### config.mk
export PLATFORM = sky130hd
export DESIGN_NAME = txq_serializer
export DESIGN_NICKNAME = d
export VERILOG_FILES = /design/src/rtl/txq_pkg.sv /design/src/rtl/txq_store.sv /design/src/rtl/txq_ctrl.sv /design/src/rtl/txq_piso.sv /design/src/rtl/txq_serializer.sv
export SDC_FILE = /design/constraint.sdc
export NUM_CORES = 1
export LEC_CHECK = 0
export BUFFER_PORTS_ARGS = -buffer_cell sky130_fd_sc_hd__buf_2
export CAP_MARGIN = 20
export CORE_MARGIN = 10
export CORE_UTILIZATION = 58
export CTS_BUF_LIST = sky130_fd_sc_hd__clkbuf_8
export DETAILED_ROUTE_END_ITERATION = 16
export PLACE_DENSITY = 0.76
export SLEW_MARGIN = 20
export SYNTH_ARGS = -nofsm -noshare
export SYNTH_HDL_FRONTEND = slang
export SYNTH_SLANG_ARGS = --single-unit
### constraint.sdc
create_clock -name clk -period 7.35 [get_ports clk]
set_input_delay 0.3675 -clock clk [delete_from_list [all_inputs] [get_ports clk]]
set_output_delay 0.3675 -clock clk [all_outputs]
set_load 0.1 [all_outputs]
### src/rtl/txq_pkg.sv
package txq_pkg;
  parameter int unsigned TXQ_WORD_W = 18;
  parameter int unsigned TXQ_DEPTH  = 64;
endpackage

### src/rtl/txq_store.sv
module txq_store #(
  parameter int unsigned WORD_W = 18,
  parameter int unsigned DEPTH  = 64,
  localparam int unsigned AW    = $clog2(DEPTH)
) (
  input  logic              clk,
  input  logic              we,
  input  logic [AW-1:0]     waddr,
  input  logic [WORD_W-1:0] wdata,
  input  logic [AW-1:0]     raddr,
  output logic [WORD_W-1:0] rdata
);
  logic [WORD_W-1:0] cells [DEPTH];

  always_ff @(posedge clk) begin
    if (we) cells[waddr] <= wdata;
  end

  assign rdata = cells[raddr];
endmodule

### src/rtl/txq_ctrl.sv
module txq_ctrl #(
  parameter int unsigned DEPTH = 64,
  localparam int unsigned AW   = $clog2(DEPTH),
  localparam int unsigned CW   = $clog2(DEPTH + 1)
) (
  input  logic          clk,
  input  logic          rst_n,
  input  logic          wr_valid,
  output logic          wr_ready,
  input  logic          ser_idle,
  input  logic          diag_mode,
  input  logic [AW-1:0] diag_addr,
  input  logic          diag_load,
  output logic          st_we,
  output logic [AW-1:0] st_waddr,
  output logic [AW-1:0] st_raddr,
  output logic          ser_load,
  output logic          q_empty,
  output logic          q_full
);
  logic [AW-1:0] wptr, rptr;
  logic [CW-1:0] occ;
  logic          push, pop;

  assign q_empty  = (occ == '0);
  assign q_full   = (occ == CW'(DEPTH));
  assign wr_ready = diag_mode | ~q_full;
  assign st_we    = wr_valid & wr_ready;
  assign st_waddr = diag_mode ? diag_addr : wptr;
  assign st_raddr = diag_mode ? diag_addr : rptr;
  assign ser_load = ser_idle & (diag_mode ? diag_load : ~q_empty);
  assign push     = st_we & ~diag_mode;
  assign pop      = ser_load & ~diag_mode;

  always_ff @(posedge clk or negedge rst_n) begin
    if (!rst_n) begin
      wptr <= '0;
      rptr <= '0;
      occ  <= '0;
    end else begin
      if (push) wptr <= wptr + 1'b1;
      if (pop)  rptr <= rptr + 1'b1;
      case ({push, pop})
        2'b10:   occ <= occ + 1'b1;
        2'b01:   occ <= occ - 1'b1;
        default: occ <= occ;
      endcase
    end
  end


  no_overflow_chk: assert property (@(posedge clk) disable iff (!rst_n)
    occ <= CW'(DEPTH));

  flags_excl_chk: assert property (@(posedge clk) disable iff (!rst_n)
    !(q_empty && q_full));

  full_refuse_chk: assert property (@(posedge clk) disable iff (!rst_n)
    (q_full && !diag_mode && !ser_idle) |=> q_full);

  empty_noload_chk: assert property (@(posedge clk) disable iff (!rst_n)
    (q_empty && !diag_mode) |-> !ser_load);

  diag_freeze_chk: assert property (@(posedge clk) disable iff (!rst_n)
    diag_mode |=> (occ == $past(occ)) && (wptr == $past(wptr)) && (rptr == $past(rptr)));
endmodule

### src/rtl/txq_piso.sv
module txq_piso #(
  parameter int unsigned WORD_W = 18,
  localparam int unsigned BW    = $clog2(WORD_W + 1)
) (
  input  logic              clk,
  input  logic              rst_n,
  input  logic              load,
  input  logic [WORD_W-1:0] din,
  input  logic              shift_en,
  output logic              idle,
  output logic              ser_bit,
  output logic              word_done
);
  logic [WORD_W-1:0] shreg;
  logic [BW-1:0]     bcnt;
  logic              busy;
  logic              last;

  assign last    = (bcnt == BW'(WORD_W - 1));
  assign idle    = ~busy;
  assign ser_bit = shreg[WORD_W-1];

  always_ff @(posedge clk or negedge rst_n) begin
    if (!rst_n) begin
      shreg     <= '0;
      bcnt      <= '0;
      busy      <= 1'b0;
      word_done <= 1'b0;
    end else begin
      word_done <= 1'b0;
      if (load) begin
        shreg <= din;
        bcnt  <= '0;
        busy  <= 1'b1;
      end else if (busy && shift_en) begin
        shreg <= {shreg[WORD_W-2:0], 1'b0};
        if (last) begin
          bcnt      <= '0;
          busy      <= 1'b0;
          word_done <= 1'b1;
        end else begin
          bcnt <= bcnt + 1'b1;
        end
      end
    end
  end


  load_idle_chk: assert property (@(posedge clk) disable iff (!rst_n)
    load |-> !busy);

  done_idle_chk: assert property (@(posedge clk) disable iff (!rst_n)
    word_done |-> !busy);

  hold_line_chk: assert property (@(posedge clk) disable iff (!rst_n)
    (busy && !shift_en) |=> $stable(shreg));

  idle_quiet_chk: assert property (@(posedge clk) disable iff (!rst_n)
    !busy |-> !ser_bit);
endmodule

### src/rtl/txq_serializer.sv
module txq_serializer
  import txq_pkg::*;
#(
  parameter int unsigned WORD_W = TXQ_WORD_W,
  parameter int unsigned DEPTH  = TXQ_DEPTH,
  localparam int unsigned AW    = $clog2(DEPTH)
) (
  input  logic              clk,
  input  logic              rst_n,
  input  logic              wr_valid,
  output logic              wr_ready,
  input  logic [WORD_W-1:0] wr_data,
  input  logic              shift_en,
  output logic              ser_bit,
  output logic              ser_busy,
  output logic              word_done,
  output logic              q_empty,
  output logic              q_full,
  input  logic              diag_mode,
  input  logic [AW-1:0]     diag_addr,
  input  logic              diag_load
);
  logic              st_we, ser_load, ser_idle;
  logic [AW-1:0]     st_waddr, st_raddr;
  logic [WORD_W-1:0] st_rdata;

  txq_ctrl #(.DEPTH(DEPTH)) ctrl_i (
    .clk(clk), .rst_n(rst_n), .wr_valid(wr_valid), .wr_ready(wr_ready),
    .ser_idle(ser_idle), .diag_mode(diag_mode), .diag_addr(diag_addr),
    .diag_load(diag_load), .st_we(st_we), .st_waddr(st_waddr),
    .st_raddr(st_raddr), .ser_load(ser_load), .q_empty(q_empty), .q_full(q_full)
  );

  txq_store #(.WORD_W(WORD_W), .DEPTH(DEPTH)) store_i (
    .clk(clk), .we(st_we), .waddr(st_waddr), .wdata(wr_data),
    .raddr(st_raddr), .rdata(st_rdata)
  );

  txq_piso #(.WORD_W(WORD_W)) piso_i (
    .clk(clk), .rst_n(rst_n), .load(ser_load), .din(st_rdata),
    .shift_en(shift_en), .idle(ser_idle), .ser_bit(ser_bit), .word_done(word_done)
  );

  assign ser_busy = ~ser_idle;


  ready_full_chk: assert property (@(posedge clk) disable iff (!rst_n)
    !diag_mode |-> (wr_ready == !q_full));
endmodule

==> run_results.csv <==
group,metric,value,unit
outcome,outcome,"finished, final reports clean",
logic_synthesis,syn-num-nets,2500,
placed_design,gp_congestion,0.903,
pwr,irDropWorstVdd,0.000249,V
timing,fin_crit,3.82,ns
logic_synthesis,synth-main-ff-cell,"edfxtp_1",
global_routing,overflow,0,
clock_network,clkTransAtPathRegs,0.06,ns
die,num_rows,103,
routing,drc,0,
pwr,p_leak,16.7,nW
pwr,finalPower,15.5,mW
setup_path,r2r_setup_slack,3.56,ns
pwr,p_per_area,299,mW/mm²
clock_network,cts_sinks,1196,
placed_design,io_buffers,35,
global_routing,grtUsageTotal,24.5,%
setup_path,rr_worst_depth,14,
clock_network,cts_resized,0,
final_layout,layout-drive-gt1-share,23.4,%
logic_synthesis,ys_ff_latch,1196,
die,num_io_pins,36,
placed_design,dpl.hpwl,64100,µm
setup_path,path_class,"input pin to flip-flop",
logic_synthesis,synth_area_leader_cell,"edfxtp_1",
final_layout,fin_area,0.0517,mm²
worst_hold_path,hold_depth,1,
clock_network,numCtsBuffers,178,
placed_design,preCtsSetupSlack,2.88,ns
logic_synthesis,syn_avg_cell_area,18.9,µm²
setup_path,end_kind,"flip-flop",
timing,worstMarginPinSlew,1.14,ns
die,dieArea,0.0922,mm²
timing,fmax,262,MHz
timing,rsz0062_at_grt,"no",
worst_hold_path,hp-class,"input pin to flip-flop",
final_layout,nets,2677,
logic_synthesis,syn_inst,2463,
logic_synthesis,async_reset_ff_share,3.68,%
timing,setup_tns,0,ns
logic_synthesis,synth_area_leaders,"edfxtp_1 (74%), mux4_2 (12%), dfrtp_1 (2.4%)",
die,die_w,304,µm
logic_synthesis,synth_cell_types,54,
die,core-area,0.0794,mm²
setup_path,start_kind,"input pin",
logic_synthesis,synth-seq-area-share,76.5,%
clock_network,clk_latency,0.84,ns
logic_synthesis,synth_edf_count,1152,
timing,setup_viol_count_final,0,
routing,drtPass1Iterations,5,
setup_path,r2r-start,"ctrl_i.occ[4]",
final_layout,regArea,0.0357,mm²
run,maxCapViolCount,0,
logic_synthesis,synth_area,0.0467,mm²
logic_synthesis,synth-warning-count,0,
timing,slew_headroom,23.9,%
clock_network,cts_tree,"yes",
worst_hold_path,hp-start,"wr_data[15]",
final_layout,syn_to_final_growth,10.8,%
timing,fin_hold_ws,0.0703,ns
setup_path,timing.rr.end,"ctrl_i.occ[6]",
routing,detail-route-antenna-nets,0,
global_routing,grt_max_degree,89,
setup_path,worstPathArrival,4.50,ns
final_layout,instances_no_fill,3836,
final_layout,multiInputGateArea,0.0104,mm²
setup_path,crit_fanout,46,
die,start_util,58.8,%
timing,worst_slack,3.53,ns
clock_network,clockBufferDepth,3,
routing,drt_iter0_markers,3691,
placed_design,numPlacedInstances,3509,
global_routing,grt_pass1_wl,167000,µm
clock_network,htreeDepth,4,
routing,viasPerCell,6.59,
clock_network,cts_root_buf,"clkbuf_8",
timing,drv_slew,0,
timing,clock-skew-final,0.0403,ns
timing,hold_viol,0,
clock_network,post_cts_buffers,0,
final_layout,nFillCells,5152,
die,die_h,304,µm
setup_path,cp.required,8.03,ns
routing,vias,25300,
routing,routed_wl,114000,µm
placed_design,placed_area,0.0484,mm²
routing,wl_per_cell,29.7,µm
final_layout,utilization,65.2,%
worst_hold_path,min_to,"store_i.cells[41][15]",
logic_synthesis,synth_top_area_share,74.1,%
global_routing,grt_pass1_vias,25200,
global_routing,antenna_found_initial,4,
timing,post-route-period-util,51.9,%
-- cell families (layout without fill, tap and decap cells) --
family                   after synthesis  count (layout)  synth area share, %
AND/OR/NAND/NOR                      567             567                 5.30
adder cells (fa/ha/maj)                7               7                0.188
other                                  0               2                    0
AO/OA/AOI/OAI                        251             251                 3.67
buffers and inverters                150             471                 1.61
multiplexers                         271             271                 12.3
flip-flops                          1196            1196                 76.5
XOR/XNOR                              21              21                0.394
-- worst max-delay path by stage --
| stage | startpoint | to | slack, ns | cells after the start |
|---|---|---|---|---|
| after floorplan | ctrl_i.occ[2] | ctrl_i.occ[6] | 3.45 | 17 |
| final | diag_mode | piso_i.shreg[7] | 3.53 | 9 |
| after CTS | ctrl_i.rptr[1] | piso_i.shreg[16] | 3.56 | 7 |
| after global routing | ctrl_i.occ[4] | ctrl_i.occ[6] | 3.27 | 14 |
| after detailed placement | diag_mode | piso_i.shreg[7] | 2.88 | 9 |
| after global placement | diag_mode | piso_i.shreg[7] | 2.98 | 9 |
-- layer usage --
layer  GRT usage (%)  share of wire [%]  vias to the layer above
met5               0              0.027                        -
met4            8.92                3.2                        4
met3            6.43                 12                      232
met2            37.7                 48                     1667
met1            33.6                 37                    13000
li1                -                  -                    10300
-- critical path, stage by stage --
cell and delay, ns:
buf_2 0.69, nand2_1 0.46, nand2_4 0.74, buf_4 0.60, mux4_2 0.58, a22oi_1 0.23
nand4_1 0.28, o211ai_1 0.29, a21oi_1 0.13
-- cell type report --
| type | count | share of cell area [%] |
|---|---|---|
| clock buffers | 182 | 4.84 |
| clock inverters | 142 | 1.46 |
| multi-input cells | 1117 | 20.2 |
| well taps | 1050 | 2.54 |
| diodes | 2 | 0.00968 |
| flip-flops and latches | 1196 | 69.0 |
| repair buffers | 131 | 1.82 |
| inverters | 16 | 0.116 |
-- power by group --
part	total, mW	switching, mW	internal, mW
sequential	7.84	0.167	7.67
clock	4.93	2.47	2.46
combinational	2.72	1.65	1.07
-- cells in the mapped netlist, drive strengths merged (24+ instances only) --
cell    count
a21oi      59
a22oi      84
buf        82
clkbuf     52
dfrtp      44
edfxtp   1152
mux2i      24
mux4      242
nand2     271
nand3     128
nor2       94
o21ai      28
-- placed cells by master (no fill, tap or decap), types with 48 or more instances in the layout --
cell type	synthesis	layout
mux4_2	242	242
buf_4	20	101
nand3_1	128	128
inv_1	16	74
nand2_1	271	270
clkbuf_8	0	182
a21oi_1	59	59
a22oi_1	84	84
edfxtp_1	1152	1152
clkinv_1	0	51
nor2_2	0	48
-- flip-flops by register name, indices dropped and copies added, names as in the netlist --
register / flops
store_i.cells: 1152
piso_i.shreg: 18
ctrl_i.occ: 7
ctrl_i.rptr: 6
ctrl_i.wptr: 6
piso_i.bcnt: 5
piso_i.busy: 1
piso_i.word_done: 1
-- timing repair --
action,in CTS,in global routing
endpoints found under the setup margin,0,0
hold endpoints to repair,44,0
hold buffers,1,0
(Power assumes the default switching activity.)
